===== config.mk =====
export PLATFORM = sky130hd
export DESIGN_NAME = dram_refresh_seq
export DESIGN_NICKNAME = d
export VERILOG_FILES = /design/src/rtl/dram_seq_pkg.sv /design/src/rtl/refresh_interval_timer.sv /design/src/rtl/cbr_cycle_gen.sv /design/src/rtl/dram_refresh_seq.sv
export SDC_FILE = /design/constraint.sdc
export NUM_CORES = 1
export LEC_CHECK = 0
export BUFFER_PORTS_ARGS = -buffer_cell sky130_fd_sc_hd__buf_2
export CORE_MARGIN = 2
export CORE_UTILIZATION = 50
export CTS_CLUSTER_SIZE = 40
export DETAILED_ROUTE_END_ITERATION = 8
export PLACE_DENSITY = 0.72
export SLEW_MARGIN = 20
export SYNTH_ARGS = -nofsm -noshare
export SYNTH_HDL_FRONTEND = slang
export SYNTH_SLANG_ARGS = --single-unit

===== constraint.sdc =====
create_clock -name clk -period 6.4 [get_ports clk]
set_input_delay 1.28 -clock clk [delete_from_list [all_inputs] [get_ports clk]]
set_output_delay 1.28 -clock clk [all_outputs]
set_load 0.1 [all_outputs]

===== src/rtl/dram_seq_pkg.sv =====
package dram_seq_pkg;

  typedef enum logic [2:0] {
    ST_PAUSE,
    ST_WAKE,
    ST_IDLE,
    ST_GRANT,
    ST_REF,
    ST_SR_IN,
    ST_SR_HOLD,
    ST_SR_OUT
  } seq_state_t;

  typedef enum logic [1:0] {
    G_IDLE,
    G_CSR,
    G_RAS,
    G_PRE
  } gen_state_t;

endpackage


===== src/rtl/refresh_interval_timer.sv =====
module refresh_interval_timer #(
  parameter int INTERVAL  = 3906,
  parameter int LAPSE_CYC = 2000000
) (
  input  logic clk,
  input  logic rst_n,
  input  logic ack,
  output logic due,
  output logic lapse
);
  localparam int IW = (INTERVAL > 2) ? $clog2(INTERVAL) : 1;
  localparam int LW = $clog2(LAPSE_CYC + 1);

  logic [IW-1:0] slot_cnt;
  logic [LW-1:0] since;
  logic          tick;

  assign tick  = (slot_cnt == '0);
  assign lapse = (since == LW'(LAPSE_CYC));

  // free-running slot counter
  always_ff @(posedge clk or negedge rst_n) begin
    if (!rst_n) slot_cnt <= IW'(INTERVAL - 1);
    else if (tick) slot_cnt <= IW'(INTERVAL - 1);
    else slot_cnt <= slot_cnt - IW'(1);
  end

  // a new tick wins over an acknowledge in the same cycle
  always_ff @(posedge clk or negedge rst_n) begin
    if (!rst_n) due <= 1'b0;
    else if (tick) due <= 1'b1;
    else if (ack) due <= 1'b0;
  end

  // cycles since the last refresh cycle started, saturating
  always_ff @(posedge clk or negedge rst_n) begin
    if (!rst_n) since <= '0;
    else if (ack) since <= '0;
    else if (!lapse) since <= since + LW'(1);
  end
endmodule


===== src/rtl/cbr_cycle_gen.sv =====
module cbr_cycle_gen
  import dram_seq_pkg::*;
#(
  parameter int T_CSR = 3,
  parameter int T_RAS = 15,
  parameter int T_RP  = 10,
  parameter int T_RPS = 30
) (
  input  logic clk,
  input  logic rst_n,
  input  logic start,
  input  logic hold,
  input  logic long_pre,
  output logic ras_n,
  output logic cas_n,
  output logic idle,
  output logic done
);
  localparam int M1   = (T_CSR > T_RAS) ? T_CSR : T_RAS;
  localparam int M2   = (T_RP > T_RPS) ? T_RP : T_RPS;
  localparam int MAXT = (M1 > M2) ? M1 : M2;
  localparam int CW   = $clog2(MAXT + 1);

  gen_state_t    st, st_n;
  logic [CW-1:0] cnt, cnt_n;

  assign idle = (st == G_IDLE);
  assign done = (st == G_PRE) && (cnt == '0);

  always_comb begin
    st_n  = st;
    cnt_n = cnt;
    case (st)
      G_IDLE: if (start) begin
        st_n  = G_CSR;
        cnt_n = CW'(T_CSR - 1);
      end
      G_CSR: if (cnt == '0) begin
        st_n  = G_RAS;
        cnt_n = CW'(T_RAS - 1);
      end else cnt_n = cnt - CW'(1);
      G_RAS: if (cnt == '0) begin
        if (!hold) begin
          st_n  = G_PRE;
          cnt_n = long_pre ? CW'(T_RPS - 1) : CW'(T_RP - 1);
        end
      end else cnt_n = cnt - CW'(1);
      G_PRE: if (cnt == '0) begin
        if (start) begin
          st_n  = G_CSR;
          cnt_n = CW'(T_CSR - 1);
        end else st_n = G_IDLE;
      end else cnt_n = cnt - CW'(1);
      default: st_n = G_IDLE;
    endcase
  end

  always_ff @(posedge clk or negedge rst_n) begin
    if (!rst_n) begin
      st    <= G_IDLE;
      cnt   <= '0;
      ras_n <= 1'b1;
      cas_n <= 1'b1;
    end else begin
      st    <= st_n;
      cnt   <= cnt_n;
      ras_n <= (st_n != G_RAS);
      cas_n <= !((st_n == G_CSR) || (st_n == G_RAS));
    end
  end
endmodule


===== src/rtl/dram_refresh_seq.sv =====
module dram_refresh_seq
  import dram_seq_pkg::*;
#(
  parameter int PAUSE_CYC  = 50000,
  parameter int WAKE_CNT   = 8,
  parameter int ROWS       = 512,
  parameter int REF_PERIOD = 2000000,
  parameter int T_CSR      = 3,
  parameter int T_RAS      = 15,
  parameter int T_RP       = 10,
  parameter int T_RASS     = 25000,
  parameter int T_RPS      = 30
) (
  input  logic clk,
  input  logic rst_n,
  input  logic acc_req,
  input  logic sr_req,
  output logic acc_gnt,
  output logic busy,
  output logic ready,
  output logic ras_n,
  output logic casl_n,
  output logic cash_n,
  output logic we_n
);
  localparam int INTERVAL = REF_PERIOD / ROWS;
  localparam int PW       = $clog2(PAUSE_CYC);
  localparam int BMAX     = (ROWS > WAKE_CNT) ? ROWS : WAKE_CNT;
  localparam int BW       = $clog2(BMAX + 1);
  localparam int SW       = $clog2(T_RASS + 1);

  seq_state_t    st, st_n;
  logic [PW-1:0] pcnt, pcnt_n;
  logic [BW-1:0] bcnt, bcnt_n;
  logic [SW-1:0] sr_cnt;
  logic          in_burst, start, hold, long_pre;
  logic          g_idle, g_done, g_cas_n;
  logic          due, lapse;

  assign in_burst = (st == ST_WAKE) || (st == ST_REF) || (st == ST_SR_IN) ||
                    (st == ST_SR_HOLD) || (st == ST_SR_OUT);
  assign start    = in_burst && (g_idle || g_done) && (bcnt != '0);
  assign long_pre = (st == ST_SR_HOLD);
  assign hold     = (st == ST_SR_HOLD) && !((sr_cnt >= SW'(T_RASS)) && !sr_req);

  refresh_interval_timer #(
    .INTERVAL (INTERVAL),
    .LAPSE_CYC(REF_PERIOD)
  ) u_timer (
    .clk  (clk),
    .rst_n(rst_n),
    .ack  (start),
    .due  (due),
    .lapse(lapse)
  );

  cbr_cycle_gen #(
    .T_CSR(T_CSR),
    .T_RAS(T_RAS),
    .T_RP (T_RP),
    .T_RPS(T_RPS)
  ) u_gen (
    .clk     (clk),
    .rst_n   (rst_n),
    .start   (start),
    .hold    (hold),
    .long_pre(long_pre),
    .ras_n   (ras_n),
    .cas_n   (g_cas_n),
    .idle    (g_idle),
    .done    (g_done)
  );

  always_comb begin
    st_n   = st;
    pcnt_n = pcnt;
    bcnt_n = bcnt;
    if (start) bcnt_n = bcnt - BW'(1);
    case (st)
      ST_PAUSE: begin
        if (pcnt == '0) begin
          st_n   = ST_WAKE;
          bcnt_n = BW'(WAKE_CNT);
        end else pcnt_n = pcnt - PW'(1);
      end
      ST_IDLE: begin
        if (lapse) begin
          st_n   = ST_WAKE;
          bcnt_n = BW'(WAKE_CNT);
        end else if (due) begin
          st_n   = ST_REF;
          bcnt_n = BW'(1);
        end else if (sr_req) begin
          st_n   = ST_SR_IN;
          bcnt_n = BW'(ROWS);
        end else if (acc_req) st_n = ST_GRANT;
      end
      ST_GRANT: if (!acc_req) st_n = ST_IDLE;
      default: begin
        if (g_done && (bcnt == '0)) begin
          case (st)
            ST_SR_IN: begin
              st_n   = ST_SR_HOLD;
              bcnt_n = BW'(1);
            end
            ST_SR_HOLD: begin
              st_n   = ST_SR_OUT;
              bcnt_n = BW'(ROWS);
            end
            default: st_n = ST_IDLE;
          endcase
        end
      end
    endcase
  end

  always_ff @(posedge clk or negedge rst_n) begin
    if (!rst_n) begin
      st   <= ST_PAUSE;
      pcnt <= PW'(PAUSE_CYC - 1);
      bcnt <= '0;
    end else begin
      st   <= st_n;
      pcnt <= pcnt_n;
      bcnt <= bcnt_n;
    end
  end

  // RAS-low time inside the self-refresh cycle, saturating at T_RASS
  always_ff @(posedge clk or negedge rst_n) begin
    if (!rst_n) sr_cnt <= '0;
    else if (st != ST_SR_HOLD) sr_cnt <= '0;
    else if (!ras_n && (sr_cnt != SW'(T_RASS))) sr_cnt <= sr_cnt + SW'(1);
  end

  assign casl_n  = g_cas_n;
  assign cash_n  = g_cas_n;
  assign we_n    = 1'b1;
  assign acc_gnt = (st == ST_GRANT);
  assign busy    = !((st == ST_IDLE) || (st == ST_GRANT));
  assign ready   = !((st == ST_PAUSE) || (st == ST_WAKE));
endmodule


==> flow_summary.json <==
{
  "slew_headroom_pct": 51.2,
  "via_per_inst": 5.60,
  "initial_core_util_pct": 51.1,
  "status": "finished, final reports clean",
  "nFillCells": 787,
  "setup_ws_ns": 3.41,
  "ys_ff_latch": 87,
  "vias": 3502,
  "gp_congestion": 0.953,
  "postSynthCellCount": 503,
  "p_per_area_nw_per_um2": 205,
  "cts.repair.resized": 0,
  "min_path_type": "register to register",
  "drive_above_1_share_pct": 10.7,
  "grt_first_pass_wirelength_um": 15600,
  "finalSetupViolCount": 0,
  "finClkSkew_ns": 0.0160,
  "clock_sink_count": 87,
  "post_cts_buffers": 0,
  "slew_violations": 0,
  "max_freq_ghz": 0.335,
  "yosys.area.top_type": "dfrtp_1",
  "ctsLongestPathBuffers": 2,
  "r2r_setup_slack_ns": 3.54,
  "worstPathCellList": "inv_1 -> and3_1 -> buf_2",
  "portBuffers": 9,
  "drc_errors": 0,
  "crit_buf_inv": 2,
  "synth_area_um2": 4700,
  "multi_input_area_um2": 2330,
  "yosys_warnings": 0,
  "path_class": "register to output port",
  "grt_usage_pct": 19.0,
  "period_share_pct": 46.7,
  "clk_pin_slew_ns": 0.08,
  "cp_slowest_cell": "dfrtp_1",
  "io_pins": 11,
  "critPathMaxStageDelay_ns": 0.48,
  "die_w_um": 101,
  "place_inst": 609,
  "synthTopCellsByArea": "dfrtp_1 (37%), dfstp_2 (9.5%), xor2_1 (6.7%)",
  "dpl_worst_slack_ns": 3.55,
  "cts_root_buf": "clkbuf_8",
  "synthFlopType": "dfrtp_1",
  "hpwl_um": 6240,
  "postSynthAreaPerCell_um2": 9.34,
  "area_delta_synth_final_pct": 7.96,
  "grt_max_degree": 60,
  "htree_num_levels": 3,
  "drt_iter0_markers": 170,
  "ys_seq_area_share_pct": 46.8,
  "floorplan.rows": 35,
  "crit_arrival_ns": 1.71,
  "grt_pass1_vias": 3443,
  "async_reset_ff_share_pct": 100,
  "worst_pin_slew_ns": 0.732,
  "post_synth_num_cell_types": 60,
  "fin_util_pct": 55.2,
  "leakagePower_nw": 2.28,
  "fin_crit_ns": 2.99,
  "synth_edf_count": 0,
  "cp_max_fo": 10,
  "cts_buffers": 9,
  "setup_tns_ns": 0,
  "seq_area_um2": 2200,
  "dieArea_um2": 10200,
  "fin_cells": 625,
  "hold_viol": 0,
  "cts_tree": "built",
  "cp-start-kind": "register",
  "die-height_um": 101,
  "grt_overflow": 0,
  "ctsHoldBuffers": 0,
  "wire_per_inst_um": 14.1,
  "irDropWorstVdd_mv": 0.0957,
  "syn-num-nets": 519,
  "cp_top_family": "buffers and inverters",
  "dr.pass1.iters": 4,
  "cp-end-kind": "output port",
  "wirelength_um": 8840,
  "synth_top_area_share_pct": 37.3,
  "maxCapViolCount": 0,
  "nets": 525,
  "ant_nets": 0,
  "cp.required_ns": 5.12,
  "clkLatencyLatePin_ns": 0.36,
  "rsz0062_at_grt": "no",
  "core_area_um2": 9200,
  "antenna_found_initial": 0,
  "diodes": 0
}
cell usage after synthesis (all sizes together), types with 2 or more instances:
master,count
a221o,2
nor4b,5
nand2b,4
o21a,2
ha,12
nor2b,6
clkbuf,7
nand2,44
nor3b,3
or3,3
nand3b,5
o31ai,3
nand3,19
or4,4
dfstp,17
or2,5
a21oi,18
dfrtp,70
mux2,2
nor4bb,3
a211oi,4
xor2,36
nor2,76
and3,8
and2,8
and4,5
nor4,9
nor3,18
o21ai,20
nand4,9
buf,9
xnor2,27
inv,25
area by class of cell:
type                            instances  share of cell area [%]
Timing Repair Buffer                   11                    1.23
Clock inverter                          7                    2.49
Inverter                               25                    1.85
Multi-Input combinational cell        375                    45.9
Clock buffer                            9                    2.44
Tap cell                              111                    2.74
Sequential cell                        87                    43.3
flip-flops by register name, summed over array words and instances (netlist names):
name / flops
sr_cnt: 15
u_gen.ras_n: 1
u_gen.cnt: 5
u_timer.due: 1
u_gen.cas_n: 1
u_timer.slot_cnt: 12
st: 3
bcnt: 10
u_timer.since: 21
pcnt: 16
u_gen.st: 2
routing by layer:
metal | vias to the layer above | global-route usage (%) | routed length (um)
met5 | - | 0 | 0
met4 | 0 | 8.00 | 164
met3 | 17 | 3.26 | 231
met2 | 43 | 31.7 | 4260
met1 | 1709 | 24.4 | 4180
li1 | 1733 | - | -
placed cells by master (no fill, tap or decap), types with 12 or more instances in the layout:
| cell | n |
|---|---|
| nand2_1 | 43 |
| nor3_1 | 17 |
| dfrtp_1 | 70 |
| o21ai_0 | 17 |
| a21oi_1 | 18 |
| xnor2_1 | 27 |
| inv_1 | 25 |
| xor2_1 | 36 |
| nand3_1 | 19 |
| dfstp_2 | 17 |
| nor2_1 | 75 |
| ha_1 | 12 |
metrics by stage:
step	hold WS, ns	instance area (um^2)	total power, W
after detailed placement	0.466	4820	0.000576
final	0.482	5070	0.00104
after CTS	0.485	5070	0.00105
after global placement	0.462	4820	0.000576
after global routing	0.498	5070	0.00108
after floorplan	0.443	4700	0.000564
worst register-to-register path, stage by stage (launching register included):
cell and delay (ns):
dfrtp_1 0.42, inv_1 0.10, ha_1 0.20, or4b_1 0.56, o21ai_2 0.22, and2_2 0.54, nand2_2 0.15, or4_1 0.41
a21oi_1 0.18
cell families (layout without fill, tap and decap cells):
logic type | count (synthesis) | after routing | synth area share [%]
AOI/OAI and AO/OA | 59 | 59 | 7.72
DFF | 87 | 87 | 46.8
other | 1 | 1 | 0.0798
xor gates and xnor gates | 63 | 63 | 11.7
and+or+nand+nor | 238 | 238 | 26.3
adders and majority gates | 12 | 12 | 3.20
buffers and inverters | 41 | 52 | 3.65
muxes | 2 | 2 | 0.479
final timing paths:
| check | from | endpoint | depth (start not counted) |
|---|---|---|---|
| hold reg to reg | u_timer.slot_cnt[0] | u_timer.slot_cnt[0] | 1 |
| max in group asynchronous | rst_n | bcnt[6] | 2 |
| hold / removal | u_timer.slot_cnt[0] | u_timer.slot_cnt[0] | 1 |
| setup reg to reg | u_gen.cnt[0] | bcnt[4] | 8 |
| min in group asynchronous | rst_n | sr_cnt[3] | 1 |
| setup / recovery | st[2] | acc_gnt | 3 |
power breakdown:
part | total, W | switching (W) | internal (W) | leakage (nW)
Clock | 0.000474 | 0.000209 | 0.000265 | 0.122
Sequential | 0.000550 | 0 | 0.000550 | 1.08
Combinational | 0.0000148 | 0.0000135 | 0.00000133 | 1.08
Total | 0.00104 | 0.000223 | 0.000816 | 2.28
Note: power is estimated with default switching activity, not from simulation.
